[src/rtl/adc_scan_pkg.sv]
package adc_scan_pkg;
  typedef enum logic [2:0] {
    ST_IDLE,
    ST_WAKE,
    ST_SEL,
    ST_GO,
    ST_DONE_WAIT,
    ST_MATCH_WAIT,
    ST_SEND
  } scan_state_t;
endpackage

[src/rtl/adc_pick_lowest.sv]
module adc_pick_lowest #(
  parameter int W = 8,
  localparam int IDX_W = $clog2(W)
) (
  input  logic [W-1:0]     req,
  output logic             found,
  output logic [IDX_W-1:0] idx
);
  always_comb begin
    found = 1'b0;
    idx   = '0;
    for (int i = W - 1; i >= 0; i--) begin
      if (req[i]) begin
        found = 1'b1;
        idx   = IDX_W'(i);
      end
    end
  end


  always_comb begin
    pick_hit_chk: assert (!found || req[idx]);
  end
endmodule

[src/rtl/adc_poll_timer.sv]
module adc_poll_timer #(
  parameter int GAP   = 4,
  parameter int LIMIT = 20,
  localparam int GAP_W = $clog2(GAP + 1),
  localparam int TRY_W = $clog2(LIMIT + 1)
) (
  input  logic clk,
  input  logic rst,
  input  logic load,
  input  logic run,
  output logic tick,
  output logic last_try
);
  logic [GAP_W-1:0] gap_cnt;
  logic [TRY_W-1:0] tries;

  assign tick     = run && (gap_cnt == '0);
  assign last_try = (tries == TRY_W'(LIMIT - 1));

  always_ff @(posedge clk) begin
    if (rst) begin
      gap_cnt <= '0;
      tries   <= '0;
    end else if (load) begin
      gap_cnt <= GAP_W'(GAP - 1);
      tries   <= '0;
    end else if (run) begin
      if (gap_cnt == '0) begin
        gap_cnt <= GAP_W'(GAP - 1);
        if (tries != TRY_W'(LIMIT)) tries <= tries + TRY_W'(1);
      end else begin
        gap_cnt <= gap_cnt - GAP_W'(1);
      end
    end
  end


  tries_bound_chk: assert property (@(posedge clk) disable iff (rst)
    run |-> (tries < TRY_W'(LIMIT)));
endmodule

[src/rtl/adc_frame_buf.sv]
module adc_frame_buf #(
  parameter int DEPTH = 8,
  parameter int W     = 16,
  parameter logic [W-1:0] FAIL_WORD = '1,
  localparam int A_W = $clog2(DEPTH)
) (
  input  logic           clk,
  input  logic           wr_en,
  input  logic [A_W-1:0] wr_addr,
  input  logic [W-1:0]   wr_data,
  input  logic           rd_en,
  input  logic [A_W-1:0] rd_addr,
  input  logic           fail_mark,
  output logic [W-1:0]   q
);
  logic [W-1:0] mem [DEPTH];

  always_ff @(posedge clk) begin
    if (wr_en) mem[wr_addr] <= wr_data;
  end

  always_ff @(posedge clk) begin
    if (rd_en)          q <= mem[rd_addr];
    else if (fail_mark) q <= FAIL_WORD;
  end
endmodule

[src/rtl/adc_scan_seq.sv]
module adc_scan_seq #(
  parameter int NUM_CH      = 8,
  parameter int RES_W       = 10,
  parameter int WORD_W      = 16,
  parameter int POLL_GAP    = 4,
  parameter int POLL_LIMIT  = 20,
  parameter int WAKE_CYCLES = 8,
  parameter logic [WORD_W-1:0] FAIL_WORD = '1,
  localparam int CH_W   = $clog2(NUM_CH),
  localparam int CNT_W  = $clog2(NUM_CH + 1),
  localparam int WAKE_W = $clog2(WAKE_CYCLES + 1),
  localparam int PAD_W  = WORD_W - RES_W
) (
  input  logic              clk,
  input  logic              rst,
  input  logic              trig,
  input  logic [NUM_CH-1:0] scan_mask,
  input  logic [NUM_CH-1:0] reserve_mask,
  input  logic              keep_powered,
  output logic              busy,
  output logic              conv_pwr_dn,
  output logic [CH_W-1:0]   conv_sel,
  output logic              conv_start,
  input  logic              conv_done,
  input  logic [CH_W-1:0]   conv_chan_seen,
  input  logic [RES_W-1:0]  conv_data,
  output logic              out_valid,
  output logic              out_last,
  output logic [WORD_W-1:0] out_data,
  output logic              scan_fail
);
  import adc_scan_pkg::*;

  scan_state_t       state;
  logic [NUM_CH-1:0] pend;
  logic [CNT_W-1:0]  wr_cnt;
  logic [CH_W-1:0]   rd_ptr;
  logic [WAKE_W-1:0] wake_cnt;

  logic [NUM_CH-1:0] eff_mask;
  logic [NUM_CH-1:0] sel_hot;
  logic [NUM_CH-1:0] pend_left;
  logic              pick_found;
  logic [CH_W-1:0]   pick_idx;
  logic              tmr_load, tmr_run, tmr_tick, tmr_last;
  logic              cap_now, fail_now, send_last;

  assign eff_mask  = scan_mask & ~reserve_mask;
  assign sel_hot   = NUM_CH'(1) << conv_sel;
  assign pend_left = pend & ~sel_hot;
  assign busy      = (state != ST_IDLE);
  assign send_last = (CNT_W'(rd_ptr) == wr_cnt - CNT_W'(1));

  adc_pick_lowest #(.W(NUM_CH)) u_pick (
    .req  (pend),
    .found(pick_found),
    .idx  (pick_idx)
  );

  assign tmr_load = (state == ST_GO) ||
                    (state == ST_DONE_WAIT && tmr_tick && conv_done);
  assign tmr_run  = (state == ST_DONE_WAIT) || (state == ST_MATCH_WAIT);

  adc_poll_timer #(.GAP(POLL_GAP), .LIMIT(POLL_LIMIT)) u_timer (
    .clk     (clk),
    .rst     (rst),
    .load    (tmr_load),
    .run     (tmr_run),
    .tick    (tmr_tick),
    .last_try(tmr_last)
  );

  assign cap_now  = (state == ST_MATCH_WAIT) && tmr_tick && (conv_chan_seen == conv_sel);
  assign fail_now = tmr_tick && tmr_last &&
                    (((state == ST_DONE_WAIT) && !conv_done) ||
                     ((state == ST_MATCH_WAIT) && (conv_chan_seen != conv_sel)));

  adc_frame_buf #(.DEPTH(NUM_CH), .W(WORD_W), .FAIL_WORD(FAIL_WORD)) u_buf (
    .clk      (clk),
    .wr_en    (cap_now),
    .wr_addr  (wr_cnt[CH_W-1:0]),
    .wr_data  ({{PAD_W{1'b0}}, conv_data}),
    .rd_en    (state == ST_SEND),
    .rd_addr  (rd_ptr),
    .fail_mark(fail_now),
    .q        (out_data)
  );

  always_ff @(posedge clk) begin
    if (rst) begin
      state       <= ST_IDLE;
      pend        <= '0;
      wr_cnt      <= '0;
      rd_ptr      <= '0;
      wake_cnt    <= '0;
      conv_sel    <= '0;
      conv_start  <= 1'b0;
      conv_pwr_dn <= 1'b1;
      out_valid   <= 1'b0;
      out_last    <= 1'b0;
      scan_fail   <= 1'b0;
    end else begin
      conv_start <= 1'b0;
      out_valid  <= 1'b0;
      out_last   <= 1'b0;
      scan_fail  <= 1'b0;
      case (state)
        ST_IDLE: begin
          conv_pwr_dn <= ~keep_powered;
          if (trig && (eff_mask != '0)) begin
            pend   <= eff_mask;
            wr_cnt <= '0;
            rd_ptr <= '0;
            if (keep_powered) begin
              state <= ST_SEL;
            end else begin
              conv_pwr_dn <= 1'b0;
              wake_cnt    <= WAKE_W'(WAKE_CYCLES - 1);
              state       <= ST_WAKE;
            end
          end
        end
        ST_WAKE: begin
          if (wake_cnt == '0) state <= ST_SEL;
          else                wake_cnt <= wake_cnt - WAKE_W'(1);
        end
        ST_SEL: begin
          conv_sel <= pick_idx;
          state    <= pick_found ? ST_GO : ST_IDLE;
        end
        ST_GO: begin
          conv_start <= 1'b1;
          state      <= ST_DONE_WAIT;
        end
        ST_DONE_WAIT: begin
          if (tmr_tick && conv_done) state <= ST_MATCH_WAIT;
        end
        ST_MATCH_WAIT: begin
          if (cap_now) begin
            pend   <= pend_left;
            wr_cnt <= wr_cnt + CNT_W'(1);
            if (pend_left == '0) begin
              conv_pwr_dn <= ~keep_powered;
              state       <= ST_SEND;
            end else begin
              state <= ST_SEL;
            end
          end
        end
        ST_SEND: begin
          out_valid <= 1'b1;
          out_last  <= send_last;
          rd_ptr    <= rd_ptr + CH_W'(1);
          if (send_last) state <= ST_IDLE;
        end
        default: state <= ST_IDLE;
      endcase
      if (fail_now) begin
        conv_pwr_dn <= ~keep_powered;
        scan_fail   <= 1'b1;
        pend        <= '0;
        state       <= ST_IDLE;
      end
    end
  end


  start_pulse_chk: assert property (@(posedge clk) disable iff (rst)
    conv_start |=> !conv_start);

  start_sel_stable_chk: assert property (@(posedge clk) disable iff (rst)
    $rose(conv_start) |-> $stable(conv_sel));

  start_powered_chk: assert property (@(posedge clk) disable iff (rst)
    conv_start |-> !conv_pwr_dn);

  last_has_valid_chk: assert property (@(posedge clk) disable iff (rst)
    out_last |-> out_valid);

  fail_no_valid_chk: assert property (@(posedge clk) disable iff (rst)
    scan_fail |-> (!out_valid && out_data == FAIL_WORD));

  shared_power_chk: assert property (@(posedge clk) disable iff (rst)
    (keep_powered && $past(keep_powered) && !$past(rst)) |-> !conv_pwr_dn);
endmodule

[config.mk]
export PLATFORM = sky130hd
export DESIGN_NAME = adc_scan_seq
export DESIGN_NICKNAME = d
export VERILOG_FILES = /design/src/rtl/adc_scan_pkg.sv /design/src/rtl/adc_pick_lowest.sv /design/src/rtl/adc_poll_timer.sv /design/src/rtl/adc_frame_buf.sv /design/src/rtl/adc_scan_seq.sv
export SDC_FILE = /design/constraint.sdc
export NUM_CORES = 1
export LEC_CHECK = 0
export ABC_AREA = 0
export BUFFER_PORTS_ARGS = -buffer_cell sky130_fd_sc_hd__buf_2
export CAP_MARGIN = 20
export CORE_MARGIN = 4
export CORE_UTILIZATION = 60
export CTS_CLUSTER_DIAMETER = 150
export DETAILED_ROUTE_END_ITERATION = 10
export GPL_TIMING_DRIVEN = 0
export MAX_ROUTING_LAYER = met4
export PLACE_DENSITY = 0.79
export SETUP_SLACK_MARGIN = 0.05
export SYNTH_ARGS = -nofsm -noshare
export SYNTH_HDL_FRONTEND = slang
export SYNTH_HIERARCHICAL = 1
export SYNTH_SLANG_ARGS = --single-unit
[constraint.sdc]
create_clock -name clk -period 9.1 [get_ports clk]
set_input_delay 0.91 -clock clk [delete_from_list [all_inputs] [get_ports clk]]
set_output_delay 0.91 -clock clk [all_outputs]
set_load 0.05 [all_outputs]
After elaboration in Yosys (flattened, before gate mapping)

Memories as Yosys holds them, arrays and structs flattened. A register that Yosys moved wholly into a read port is not among the register bits.
Index checks and enable logic that the tools add are counted.

Register bits after elaboration: 54
RAM bits: 80
Input bits: 34
Output and inout port bits: 25
Logic and storage cells: 140
Memories: 1

Memory list:

| name      | depth | bits a word | read ports | clocked after memory_dff | write ports | line                | RTL |
|---|---|---|---|---|---|---|---|
| u_buf.mem | 8     | 10          | 1          | 1                        | 1           | adc_frame_buf.sv:16 | `logic [W-1:0] mem [DEPTH];` |

Add/subtract/negate cells: 6
Equality and inequality tests: 20
Shift operators: 1
Multiplexer cells: 55
Bitwise gates (word level): 6
Reductions and logical operators: 36

Operator list:

| operator                                         | count |
|---|---|
| two-way mux 3 bit                                | 18 |
| two-way mux 16 bit                               | 2 |
| case mux 3 bit (7 select lines)                  | 1 |
| two-way mux 4 bit                                | 5 |
| two-way mux 1 bit                                | 18 |
| bitwise AND 8 bit                                | 2 |
| two-way mux 8 bit                                | 2 |
| inverter 8 bit                                   | 2 |
| case mux 4 bit (2 select lines)                  | 2 |
| case mux 8 bit (2 select lines)                  | 1 |
| != test 2 bit, second input constant             | 6 |
| logical AND 1 bit                                | 11 |
| nonzero test 2 bit                               | 5 |
| == test 3 bit, second input constant             | 3 |
| AND reduction 3 bit                              | 3 |
| logical NOT 8 bit                                | 1 |
| two-way mux 2 bit                                | 4 |
| nonzero test 8 bit                               | 1 |
| left shift 1 x 3 -> 8 bit, first input constant  | 1 |
| subtractor 4 x 1 -> 4 bit, second input constant | 2 |
| == test 3 x 2 -> 1 bit, second input constant    | 2 |
| logical NOT 3 bit                                | 2 |
| case mux 3 bit (2 select lines)                  | 1 |
| nonzero test 3 bit                               | 2 |
| other kinds (22)                                 | 27 |

Longest topological paths before layout

Word-level depth: 10
Depth in mapped cells: 11
Mapped depth without buffers: 10

By module

The synthesis kept the hierarchy.

Modules (own cells, without submodules):

| module          | instances | cells each | area an instance (um^2) | sequential area each (um^2) |
|---|---|---|---|---|
| adc_frame_buf   | 1         | 288        | 5,606.6                 | 4,324.1 |
| adc_scan_seq    | 1         | 223        | 1,788.0                 | 600.6 |
| adc_poll_timer  | 1         | 53         | 446.7                   | 160.2 |
| adc_pick_lowest | 1         | 13         | 80.1                    | 0.0 |

Worst setup path before layout

OpenSTA, ideal clock, no wires.

Path kind: register to register
Start: reg state[2]
End: mem u_buf/mem[0][0] (netlist name) (enable)
Setup time: 409 ps
Data arrival time: 2,979 ps
Required time: 8,691 ps
Path slack: 5,711 ps
Stages on the path, launching flop included: 10
Path buffers: 2
Clock period less this slack: 3,389 ps
Cell sequence: dfxtp_1 buf_2 nor2b_1 nand2_2 inv_1 and4_4 nor2b_1 buf_6 nand2b_1 nor3_1

Word-level cells in the longest chain between the ends: 7
Elaborated cells on any way between the ends: 8
Those cells by class: 2 x eq/ne; 2 x mux; 4 x reduce/logical

RTL lines:

| item                                      | line                 | RTL |
|---|---|---|
| start: declaration                        | adc_scan_seq.sv:34   | `scan_state_t state;` |
| start signal: assignment                  | adc_scan_seq.sv:129  | `state <= pick_found ? ST_GO : ST_IDLE;` |
| == test 3 bit                             | adc_scan_seq.sv:62   | `assign tmr_run = (state == ST_DONE_WAIT) \|\| (state == ST_MATCH_WAIT);` |
| logical OR 1 bit *                        | adc_scan_seq.sv:62   |  |
| named net tmr_run                         | adc_scan_seq.sv:45   | `logic tmr_load, tmr_run, tmr_tick, tmr_last;` |
| logical AND 1 bit *                       | adc_poll_timer.sv:17 | `assign tick = run && (gap_cnt == '0);` |
| named net tmr_tick                        | adc_scan_seq.sv:45   |  |
| logical AND 1 bit * (2 in a row)          | adc_scan_seq.sv:73   | `assign cap_now = (state == ST_MATCH_WAIT) && tmr_tick && (conv_chan_seen == conv_sel);` |
| named net cap_now                         | adc_scan_seq.sv:46   | `logic cap_now, fail_now, send_last;` |
| two-way mux 1 bit *                       | adc_frame_buf.sv:19  | `if (wr_en) mem[wr_addr] <= wr_data;` |
| two-way mux 1 bit (implied by the code) * | adc_frame_buf.sv:19  |  |
| end: declaration                          | adc_frame_buf.sv:16  |  |

Mark *: on every way through the listed nets, which the timed path passes. The rest lies on a longest branch.

Worst setup path after layout

Start: reg state[2]
End: mem u_buf/mem[7][12] (netlist name) (enable)

The elaborated chain is that of the path after synthesis.

==> impl_metrics.json <==
{
  "first_iter_violations": 342,
  "core_um2": 12770,
  "cts_buffer_depth": 2,
  "dp_hpwl_mm": 11.24,
  "cts_setup_buffers": 0,
  "fp.dieArea_um2": 15100,
  "drt_wl_total_mm": 16.05,
  "yosys_warnings": 6,
  "maxSlewHeadroom_pct": 35.22,
  "startpoint_type": "register",
  "status": "finished, final reports clean",
  "die_w_um": 122.9,
  "syn_area_per_cell_um2": 13.73,
  "worst-slew-pin-transition_ps": 970.6,
  "dr.pass1.iters": 5,
  "finalInstanceArea_um2": 9238,
  "finalCritPeriodShare_pct": 40.44,
  "synth_ff_type": "edfxtp_1",
  "finalMaxSlewViolations": 0,
  "drive_gt1_share_pct": 21.93,
  "pre_cts_ws_ps": 5466,
  "post_dp_cell_area_um2": 8668,
  "ys_seq_area_share_pct": 64.19,
  "grt_remaining_overflow": 0,
  "first_global_vias": 5134,
  "synth.ff_latch_count": 182,
  "drc_errors": 0,
  "synth_cells": 577,
  "grt_antenna_before_repair": 1,
  "via_per_inst": 5.616,
  "multi_input_area_um2": 2723,
  "htreeDepth": 4,
  "rows": 41,
  "die_h_um": 122.9,
  "fin_ws_ps": 5420,
  "port_buffers": 58,
  "peakVddDrop_v": 0.0002076,
  "max_freq_mhz": 271.7,
  "area_growth_pct": 16.62,
  "cts_root_buf": "clkbuf_16",
  "clock-sinks": 182,
  "clk_pin_slew_ps": 60,
  "fin_tns_setup_ps": 0,
  "path_buf_inv": 4,
  "wire_per_inst_um": 18.05,
  "numCtsBuffers": 17,
  "synth_cell_type_count": 65,
  "regArea_um2": 5085,
  "path_class": "register to register",
  "cts_tree": "done",
  "power_density_nw_per_um2": 213.9,
  "leakage_nw": 3.263,
  "io-pin-count": 59,
  "worst_skew_pair.late_latency_ps": 420,
  "cp_slowest_cell": "nor2b_1",
  "cp-end-kind": "register",
  "cp_max_fo": 11,
  "hp-class": "register to register",
  "cts_resized": 0,
  "syn-cell-area_um2": 7921,
  "synthArstFlopShare_pct": 0,
  "fillers": 823,
  "rsz0062_at_grt": "false",
  "cpPeakStageDelay_ps": 720,
  "start_util_pct": 62.01,
  "fin_crit_ps": 3680,
  "arrival_ps": 3810,
  "final_util_pct": 72.32,
  "antenna_left": 0,
  "num_vias": 4993,
  "finClkSkew_ps": 6.783,
  "gp_congestion": 0.8698,
  "grt_pass1_wl_mm": 25.56,
  "grt_max_degree": 17,
  "worst_hold_slack_ps": 504.0,
  "cp.required_ps": 9230,
  "nNetsFinal": 748,
  "synth_edf_count": 144,
  "postCtsHoldBufs": 0,
  "drv_cap": 0,
  "critical-path-top-delay-family": "simple AND/OR/NAND/NOR gates",
  "setup_viol": 0,
  "hold_viol": 0,
  "cp_cell_sequence": "buf_2 > nor2b_1 > nand2_2 > inv_1 > and4_4 > nor2b_1 > buf_6 > nand2_1 > nor2_1 > buf_6",
  "gr-usage-all-layers_pct": 23.39
}
-- synthesized netlist by cell type (all sizes together) (3+ instances only) --
cell type	number	area share, %
mux2	33	5.4
or2	4	0.32
inv	24	1.1
nor4	3	0.32
nand2b	7	0.55
nor3	10	0.63
nor2b	18	1.5
a31oi	3	0.24
a22o	16	1.8
ha	9	1.4
nand2	23	1.1
edfxtp	144	55
a21oi	29	1.9
nor2	39	2.1
xor2	4	0.44
a211oi	5	0.54
buf	20	2.4
nand3	9	0.57
xnor2	6	0.66
dfxtp	38	9.6
o22ai	18	1.4
clkbuf	7	0.35
nand4	3	0.24
or4	3	0.38
mux2i	38	4.8
o21ai	33	2.1
nand3b	5	0.47
-- stage by stage --
stage	std cells	total power, mW
5_1_grt	889	2.060
6_report	889	1.976
3_3_place_gp	854	1.267
2_1_floorplan	624	1.202
3_5_place_dp	858	1.282
4_1_cts	888	1.986
-- placed cells by master (no fill, tap or decap), types with 3 or more instances in the layout --
cell,instances
a211oi_1,4
edfxtp_1,144
buf_6,10
buf_2,66
a31oi_1,3
conb_1,48
mux2_4,16
a21oi_1,28
o22ai_1,18
nor2_2,4
o21ai_0,14
dfxtp_1,38
a22o_1,16
mux2i_1,38
nand2_1,22
xnor2_1,6
nand3_1,9
clkinv_1,3
nor3_1,8
inv_1,24
mux2_1,5
xor2_1,4
nand3b_1,5
or2_2,3
mux2_2,12
bufinv_16,3
o21ai_1,19
clkbuf_1,8
ha_1,9
clkbuf_16,17
nor2b_1,17
nor2_1,34
nand2b_1,7
nand4_1,3
-- metal layers --
layer / GRT usage [%] / vias to the layer above / part of all wire (%)
met5: - / - / 0
met4: 9.727 / 0 / 2.8
met3: 4.849 / 35 / 5.0
met2: 40.83 / 166 / 53
met1: 26.21 / 2404 / 39
li1: - / 2388 / -
-- report_power, final --
group          switching [mW]  total, mW  internal [mW]  leakage [nW]
registers              0.0207      0.946          0.926          1.57
clock network           0.283      0.708          0.425         0.276
logic                   0.207      0.322          0.115          1.41
total                   0.510       1.98           1.47          3.26
-- cell type report --
| cell class | instances | area share, % |
|---|---|---|
| clock buffers | 19 | 4.686 |
| plain buffers | 27 | 2.384 |
| multi-input cells | 391 | 29.47 |
| well taps | 172 | 2.330 |
| inverters | 24 | 0.9752 |
| diodes | 1 | 0.02709 |
| clock inverters | 11 | 1.449 |
| flip-flops and latches | 182 | 55.05 |
| repair buffers | 62 | 3.630 |
-- sequential cells by signal, summed over array words and instances (netlist names), 3 cells and up --
signal,cells
u_timer/gap_cnt,3
u_timer/tries,5
pend,8
rd_ptr,3
state,3
wr_cnt,4
u_buf/mem,128
u_buf/q,16
conv_sel,3
wake_cnt,4
-- final timing paths --
path	start	end	slack, ps	cells after the start
max	state[2]$_SDFFE_PP0P_	u_buf/mem[7][12]$_DFFE_PP_	5420	10
min	wake_cnt[0]$_SDFFE_PP0P_	wake_cnt[0]$_SDFFE_PP0P_	500	1
min reg2reg	wake_cnt[0]$_SDFFE_PP0P_	wake_cnt[0]$_SDFFE_PP0P_	500	1
max reg2reg	state[2]$_SDFFE_PP0P_	u_buf/mem[7][12]$_DFFE_PP_	5420	10
-- cell families (layout without fill, tap and decap cells) --
group / after synthesis / count (layout) / share of synthesized area [%]
AO/OA/AOI/OAI: 121 / 121 / 9.935
XOR/XNOR: 10 / 10 / 1.106
adder cells (fa/ha/maj): 9 / 9 / 1.422
buffers and inverters: 51 / 143 / 3.917
flip-flops: 182 / 182 / 64.19
multiplexers: 71 / 71 / 10.25
other: 1 / 49 / 0.04734
AND/OR/NAND/NOR: 132 / 132 / 9.130
Note: power is estimated with default switching activity, not from simulation.
